$ cat src/rtl/lane_steer_pkg.sv
package lane_steer_pkg;
  typedef struct packed {
    logic       swapLanes;
    logic       byteAcc;
    logic       zeroUpper;
    logic [1:0] laneWen;
  } steerCtl_t;
endpackage

$ cat src/rtl/lane_steer_ctrl.sv
module lane_steer_ctrl
  import lane_steer_pkg::*;
(
  input  logic      cfgOrder,
  input  logic      accByte,
  input  logic      addrLsb,
  input  logic      wrStrobe,
  input  logic      mainData,
  output steerCtl_t ctl
);
  logic orderFlip;
  logic doSwap;

  assign orderFlip = cfgOrder ^ addrLsb;
  // byte accesses land in the upper memory lane when the flip is clear
  assign doSwap = accByte ? ~orderFlip : orderFlip;

  always_comb begin
    ctl = '0;
    if (mainData) begin
      ctl.swapLanes = doSwap;
      ctl.byteAcc   = accByte;
      ctl.zeroUpper = accByte & ~wrStrobe;
      if (wrStrobe) begin
        if (accByte) ctl.laneWen = doSwap ? 2'b10 : 2'b01;
        else         ctl.laneWen = 2'b11;
      end
    end else if (wrStrobe) begin
      ctl.laneWen = 2'b11;
    end
  end
endmodule

$ cat src/rtl/lane_steer_datapath.sv
module lane_steer_datapath
  import lane_steer_pkg::*;
#(
  parameter int LANE_W = 8,
  localparam int DATA_W = 2 * LANE_W,
  localparam int LANES = 2
) (
  input  steerCtl_t         ctl,
  input  logic [DATA_W-1:0] regWrData,
  input  logic [DATA_W-1:0] memRdData,
  output logic [DATA_W-1:0] memWrData,
  output logic [DATA_W-1:0] regRdData,
  output logic [LANES-1:0]  memWrEn
);
  logic [LANE_W-1:0] memLo, memHi, regLo, regHi;

  assign memLo = memRdData[LANE_W-1:0];
  assign memHi = memRdData[DATA_W-1:LANE_W];
  assign regLo = regWrData[LANE_W-1:0];
  assign regHi = regWrData[DATA_W-1:LANE_W];

  always_comb begin
    regRdData[LANE_W-1:0]      = ctl.swapLanes ? memHi : memLo;
    regRdData[DATA_W-1:LANE_W] = ctl.zeroUpper ? '0
                               : (ctl.swapLanes ? memLo : memHi);
    memWrData[LANE_W-1:0]      = (ctl.swapLanes && !ctl.byteAcc) ? regHi : regLo;
    memWrData[DATA_W-1:LANE_W] = (ctl.swapLanes || ctl.byteAcc) ? regLo : regHi;
  end

  for (genvar g = 0; g < LANES; g++) begin : gLaneEn
    assign memWrEn[g] = ctl.laneWen[g];
  end
endmodule

$ cat src/rtl/byte_lane_steer.sv
module byte_lane_steer
  import lane_steer_pkg::*;
#(
  parameter int LANE_W = 8
) (
  input  logic              cfgOrder,
  input  logic              accByte,
  input  logic              addrLsb,
  input  logic              wrStrobe,
  input  logic              mainData,
  input  logic [2*LANE_W-1:0] regWrData,
  input  logic [2*LANE_W-1:0] memRdData,
  output logic [2*LANE_W-1:0] memWrData,
  output logic [1:0]        memWrEn,
  output logic [2*LANE_W-1:0] regRdData,
  output logic              swapEff
);
  steerCtl_t ctl;

  lane_steer_ctrl u_ctrl (
    .cfgOrder(cfgOrder), .accByte(accByte), .addrLsb(addrLsb),
    .wrStrobe(wrStrobe), .mainData(mainData), .ctl(ctl)
  );

  lane_steer_datapath #(.LANE_W(LANE_W)) u_dp (
    .ctl(ctl), .regWrData(regWrData), .memRdData(memRdData),
    .memWrData(memWrData), .regRdData(regRdData), .memWrEn(memWrEn)
  );

  assign swapEff = ctl.swapLanes;
endmodule

$ cat config.mk
export PLATFORM = sky130hd
export DESIGN_NAME = byte_lane_steer
export DESIGN_NICKNAME = d
export VERILOG_FILES = /design/src/rtl/lane_steer_pkg.sv /design/src/rtl/lane_steer_ctrl.sv /design/src/rtl/lane_steer_datapath.sv /design/src/rtl/byte_lane_steer.sv
export SDC_FILE = /design/constraint.sdc
export NUM_CORES = 1
export LEC_CHECK = 0
export BUFFER_PORTS_ARGS = -buffer_cell sky130_fd_sc_hd__clkbuf_2
export CAP_MARGIN = 20
export CORE_MARGIN = 3
export CORE_UTILIZATION = 36
export DETAILED_ROUTE_END_ITERATION = 8
export PLACE_DENSITY = 0.95
export SLEW_MARGIN = 20
export SYNTH_ARGS = -nofsm -noshare
export SYNTH_HDL_FRONTEND = slang
export SYNTH_HIERARCHICAL = 1
export SYNTH_SLANG_ARGS = --single-unit
$ cat constraint.sdc
create_clock -name vclk -period 3.59
set_input_delay 0.5385 -clock vclk [all_inputs]
set_output_delay 0.5385 -clock vclk [all_outputs]
set_load 0.02 [all_outputs]
# == Yosys cells after proc, flatten, opt, wreduce, memory -nomap -nowiden ==
# Index checks and enable logic that the tools add are counted.
# totals
out_inout_bits,35
input_bits,37
elab_cells,19
reg_bits,0
# classes
muxes,12
n_reduce_logical,3
bitwise,4
# ops
op,n
$mux 8,5
$mux 2,5
$mux 3,1
$not 1->1,2
$and 1x1->1,1
$logic_and 1x1->1,1
$logic_not 1->1,1
$logic_or 1x1->1,1
$mux 1,1
$xor 1x1->1,1

# == Longest topological paths before layout ==
# Gate-level depths: netlist (run 1).
# depth
word_depth,7
ltp_mapped,7

# == Modules after synthesis ==
# The synthesis (run 1) kept the hierarchy.
# by_module_without_submodules
module,cells_per_inst,area_per_inst_um2,instances
lane_steer_datapath,48,484.2,1
lane_steer_ctrl,9,78.8,1

# == Least setup slack after synthesis (run 1) ==
# No wires, ideal clock.
# synth_path
path_type,input port to output port
startpoint,input port addrLsb
endpoint,output port memWrData[0]
path_stages,7
arrival_ns,1.994
n_path_buf,2
required_time_ns,3.052
path_slack_ns,1.058
cell_sequence,xor2_1 -> ha_1 -> and2_1 -> buf_6 -> nor2b_4 -> buf_6 -> mux2_4
# synth_via
elab_chain_cells,6
# synth_lines
item,line,source
start: declaration,byte_lane_steer.sv:8,"input logic addrLsb,"
$xor 1x1->1 (*),lane_steer_ctrl.sv:14,assign orderFlip = cfgOrder ^ addrLsb;
$not 1->1,lane_steer_ctrl.sv:16,assign doSwap = accByte ? ~orderFlip : orderFlip;
$mux 1 (*),lane_steer_ctrl.sv:16,
$mux 3 (*),lane_steer_ctrl.sv:20,if (mainData) begin
via swapEff,byte_lane_steer.sv:16,output logic swapEff
$logic_and 1x1->1 (*),lane_steer_datapath.sv:26,memWrData[LANE_W-1:0] = (ctl.swapLanes && !ctl.byteAcc) ? regHi : regLo;
$mux 8 (*),lane_steer_datapath.sv:26,
end: declaration,byte_lane_steer.sv:13,"output logic [2*LANE_W-1:0] memWrData,"
# The timed path passes the listed nets; every way through them passes the cells marked *.

# == Worst setup path in the final report (run 1) ==
# layout_path
startpoint,input port addrLsb
endpoint,output port memWrData[3]
# layout_via
elab_chain_cells,6
# layout_lines
item,line
$xor 1x1->1 (*),lane_steer_ctrl.sv:14
$not 1->1,lane_steer_ctrl.sv:16
$mux 1 (*),lane_steer_ctrl.sv:16
$mux 3 (*),lane_steer_ctrl.sv:20
$logic_and 1x1->1 (*),lane_steer_datapath.sv:26
$mux 8 (*),lane_steer_datapath.sv:26
# Every way passes the cells marked *; elsewhere a longest branch is shown, timed or not.

==> impl_metrics.toml, run 1 <==
[pwr]
clkPwrFrac_pct = 0
power.density_nw_per_um2 = 223.4
p_seq_share_pct = 0
p_sw_share_pct = 55.36
power_uw = 201.3
intPower_uw = 89.86
power_frac_comb_pct = 100.0
p_leak_nw = 0.5217
power_switching_uw = 111.4
ir_worst_vdd_mv = 0.1231

[floorplan]
rows = 13
initial_core_util_pct = 40.72
die_area_um2 = 2074
die_width_um = 45.55
core_region_area_um2 = 1383
dieHeight_um = 45.55
io_pins = 72

[sta]
setup_viol = 0
slew_viol_final = 0
period_needed_ns = 2.691
setup_tns_ns = 0
timing.fmax_ghz = 0.3716
max_slew_margin_pct = 76.60
fin_crit_sh_pct = 74.95
finalHoldViolations = 0
rsz0062_at_grt = "false"
worstMarginPinSlew_ns = 0.3502

[worst_setup_path]
required_ns = 3.05
crit_type = "in2out"
arrival_ns = 2.15
cp_max_fo = 8
worst_setup_path_end_kind = "output pin"
cp-start-kind = "primary input"

[logic_synthesis]
synth_xor_area_share_pct = 3.111
synth_nets = 96
synth_area_per_cell_um2 = 9.878
netlist_area_um2 = 563.0
yosysWarnings = 6
synth_cell_types = 15
synthSimpleGateAreaFrac_pct = 13.56
synth_seq_area_share_pct = 0
synth_fa_ha_area_share_pct = 4.444
synth_compound_area_share_pct = 2.667
syn_inst = 57
synth_top_family_by_area = "multiplexers"
synthMuxAreaShare_pct = 67.56

[drt]
wl_per_cell_um = 12.95
vias = 674
drtIter0Drc = 3
vias_per_cell = 4.849
drc = 0
dr.pass1.iters = 2
ant_nets = 0
wl_um = 1800

[cts]
post_cts_buffers = 0
cts_resized = 0
hold_buffers = 0

[global_routing]
antenna_found_initial = 0
met3_usage_pct = 0.3953
grt_max_degree = 18
overflow = 0
busiest_layer = "met2"
grtUsageMet2_pct = 36.77
first_global_vias = 650
met1_usage_pct = 14.19
grt.total_usage_pct = 15.63
grt_first_pass_wirelength_um = 2580

[placed_design]
gp_congestion = 0.6011
dpl.cell_count = 139
port_buffers = 72
place_hpwl_um = 1639

[outcome]
status = "finished, final reports clean"

[cells_and_area]
drive_gt1_share_pct = 79.84
antennaDiodeCount = 0
final_cells = 139
regArea_um2 = 0
nClkBuffers = 0
area_delta_synth_final_pct = 60.00
final_core_util_pct = 65.16
layout.nets = 165
seq_cells = 0

[worst_hold_path]
worstHoldStart = "mainData"
hold_path_class = "in2out"
hold_path_depth = 3
hold_path_end = "memWrEn[1]"

[flow_run]
drv_cap = 0
[placed cells by master, fill, tap and decap left out]
cell / instances
a21boi_0: 2
xor2_1: 1
mux2_4: 8
nor2b_4: 1
nor2_1: 8
and2_1: 2
ha_1: 2
clkbuf_2: 72
xnor2_1: 1
mux2i_1: 8
nor2_4: 1
mux2_2: 16
and3b_1: 1
buf_4: 1
[logic make-up after synthesis]
| kind of cell | count (synthesis) |
|---|---|
| and+or+nand+nor | 13 |
| xor gates and xnor gates | 2 |
| AOI/OAI and AO/OA | 2 |
| buffers and inverters | 6 |
| muxes | 32 |
| adders and majority gates | 2 |
[cell type report]
| cell class | instances | area [µm²] |
|---|---|---|
| timing repair buffer | 73 | 367.9 |
| multi-input combinational | 51 | 514.2 |
| tap | 15 | 18.77 |
| fill | 121 | 481.7 |
[cells in the mapped netlist (all sizes together)]
| cell | number | area (µm²) |
|---|---|---|
| ha | 2 | 25.02 |
| xor2 | 1 | 8.760 |
| xnor2 | 1 | 8.760 |
| buf | 6 | 48.79 |
| mux2i | 8 | 80.08 |
| nor2 | 9 | 41.29 |
| and3b | 1 | 8.760 |
| nor2b | 1 | 13.76 |
| a21boi | 2 | 15.01 |
| mux2 | 24 | 300.3 |
| and2 | 2 | 12.51 |
[critical path: stages]
cell and delay (ns):
clkbuf_2 0.10, xor2_1 0.16, ha_1 0.28, and2_1 0.20
nor2b_4 0.38, mux2_4 0.33, clkbuf_2 0.16
[worst max-delay path by stage]
stage                  from  depth (start not counted)            to  slack (ns)
floorplan           addrLsb                          7  memWrData[0]        1.06
global placement    addrLsb                          7  memWrData[2]        0.96
detailed placement  addrLsb                          7  memWrData[2]        0.90
CTS                 addrLsb                          7  memWrData[2]        0.89
global route        addrLsb                          7  memWrData[7]        0.81
finish              addrLsb                          7  memWrData[3]        0.90
[layer usage]
layer	share of wire, %	vias up	wire [µm]
li1	-	341	-
met1	31	309	564
met2	64	24	1143
met3	5.1	0	92
met4	0	0	0
met5	0	-	0
[power by group through the flow]
stage | combinational (mW) | sequential (mW) | clock, mW
final | 0.201 | 0 | 0
after floorplan | 0.139 | 0 | 0
after detailed placement | 0.202 | 0 | 0
after global placement | 0.197 | 0 | 0
after CTS | 0.203 | 0 | 0
after global routing | 0.214 | 0 | 0
[metrics by stage]
step                      setup slack [ns]  cell area [µm²]  hold WS [ns]
after floorplan                      1.058            563.0         1.236
after global placement              0.9621            900.9         1.410
after global routing                0.8097            900.9         1.444
after detailed placement            0.8971            900.9         1.413
after CTS                           0.8897            900.9         1.415
final                               0.8992            900.9         1.416
(Power assumes the default switching activity.)
==> run 2, diff against run 1 <==
Settings changed: ABC_AREA set to 1, CORE_UTILIZATION 36 to 35, PLACE_DENSITY 0.95 to 0.91.
Clock period 3.59 ns to 2.65 ns, I/O delays scaled along.
==> run 2 against run 1 <==
Cell count rose by 57%. Flip-flop and latch count is the same. Global-route usage shrank 0.35 points. Via count rose by 45%. Count of clock-buffer cells in the layout unchanged. Utilization down 5.0 points. Wire length increased by 4.7%. Setup slack lost 0.43 ns. Critical path type unchanged.
==> impl_metrics.toml, run 2 <==
[floorplan]
io_pins = 72
dieHeight_um = 47.51
core_region_area_um2 = 1559
die_area_um2 = 2257
die_width_um = 47.51
rows = 14
initial_core_util_pct = 38.68

[global_routing]
first_global_vias = 714
grt_max_degree = 22
antenna_found_initial = 0
grt.total_usage_pct = 15.27
overflow = 0
grt_first_pass_wirelength_um = 2711

[logic_synthesis]
yosysWarnings = 6
syn_inst = 135
synth_cell_types = 14
synth_commonest_cells = "nand2_1, nor2_1, inv_1, nand3_1, o21ai_1"
synth_seq_area_share_pct = 0
synthTopCellsByArea = "nand2_1, nor2_1, inv_1"
yosysTopAreaCell = "nand2_1"
synth_nets = 174
synth.top_cell.area_share_pct = 44.19
netlist_area_um2 = 603.1
yosysMostFrequentCell = "nand2_1"
synth_area_per_cell_um2 = 4.467

[drt]
drc = 0
vias = 979
dr.pass1.iters = 4
drtIter0Drc = 8
vias_per_cell = 4.491
ant_nets = 0
wl_um = 1884
wl_per_cell_um = 8.642

[cells_and_area]
drive_gt1_share_pct = 39.60
nClkBuffers = 0
seq_cells = 0
fill_cells = 167
most-common-layout-cells = "clkbuf_2, nand2_1, nor2_1"
multi_input_area_um2 = 483.0
final_core_util_pct = 60.19
final_cells = 218
antennaDiodeCount = 0
layout_commonest_cell = "clkbuf_2"
layout.nets = 243
regArea_um2 = 0
area_delta_synth_final_pct = 55.60
final_area_um2 = 938.4

[worst_setup_path]
cp_max_fo = 21
crit_path_top_delay_cell = "buf_4"
worst_setup_path_end_kind = "output pin"
cp-start-kind = "primary input"
crit_end = "regRdData[8]"
crit_top_cell = "nand2_1"
critPathLaunch = "addrLsb"
path_cells = "clkbuf_2 -> inv_1 -> nand2_1 -> nand2_1 -> ha_1 -> nand2_1 -> inv_1 -> buf_4 -> nor2_1 -> nor2_1 -> clkbuf_2"
required_ns = 2.25
arrival_ns = 1.78
critPathMaxStageDelay_ns = 0.27
crit_type = "in2out"

[placed_design]
place_area_um2 = 938.4
place_hpwl_um = 1701
port_buffers = 72
gp_congestion = 0.7595
dpl.cell_count = 218

[sta]
setup_tns_ns = 0
finalHoldViolations = 0
holdWs_ns = 1.124
period_needed_ns = 2.181
setup_viol = 0
rsz0062_at_grt = "false"
max_slew_margin_pct = 83.10
timing.fmax_ghz = 0.4584
slew_viol_final = 0
fin_crit_sh_pct = 82.32
worstMarginPinSlew_ns = 0.2533

[pwr]
p_sw_share_pct = 65.28
power_switching_uw = 178.5
ir_worst_vdd_mv = 0.1290
power.density_nw_per_um2 = 291.3
p_seq_share_pct = 0
clkPwrFrac_pct = 0
intPower_uw = 94.91
p_leak_nw = 0.6968
power_frac_comb_pct = 100.0

[outcome]
status = "finished, final reports clean"

[cts]
hold_buffers = 0
post_cts_buffers = 0
cts_resized = 0

[flow_run]
drv_cap = 0

[worst_hold_path]
hold_path_class = "in2out"
## run 2: cell families after synthesis
family          Yosys count  synth area share, %
simple gates            100                67.64
buf+inv                  23                19.92
compound gates           10                8.299
fa+ha+maj                 2                4.149
## run 2: through the flow
| step | total power [mW] | setup WS (ns) |
|---|---|---|
| 2_1_floorplan | 0.1838 | 0.6139 |
| 3_3_place_gp | 0.2735 | 0.4935 |
| 3_5_place_dp | 0.2755 | 0.4595 |
| 4_1_cts | 0.2762 | 0.4575 |
| 5_1_grt | 0.3036 | 0.2308 |
| 6_report | 0.2734 | 0.4685 |
## run 2: power groups by stage
stage / sequential (mW) / combinational [mW] / clock [mW]
global route: 0 / 0.304 / 0
CTS: 0 / 0.276 / 0
finish: 0 / 0.273 / 0
global placement: 0 / 0.273 / 0
detailed placement: 0 / 0.275 / 0
floorplan: 0 / 0.184 / 0
## run 2: area by class of cell
type	count	share of cell area [%]
Inverter	16	6.400
Timing Repair Buffer	74	40.00
Multi-Input combinational cell	112	51.47
Tap cell	16	2.133
## run 2: critical path, delay by kind of cell
| family | cells | cell delay, ns |
|---|---|---|
| buf+inv | 5 | 0.80 |
| simple gates | 5 | 0.33 |
| fa+ha+maj | 1 | 0.26 |
## run 2: worst min-delay path by stage
stage | start | to | depth (start not counted)
floorplan | mainData | swapEff | 2
global placement | regWrData[4] | memWrData[12] | 4
detailed placement | regWrData[7] | memWrData[7] | 4
CTS | regWrData[7] | memWrData[7] | 4
global route | regWrData[3] | memWrData[3] | 4
finish | mainData | memWrEn[0] | 3
## run 2: metal layers
metal / share of wire [%] / global-route usage (%) / up-vias
met5: 0 / 0 / -
met4: 0 / 0 / 0
met3: 11 / 1.128 / 0
met2: 50 / 31.28 / 39
met1: 38 / 17.80 / 404
li1: - / - / 536
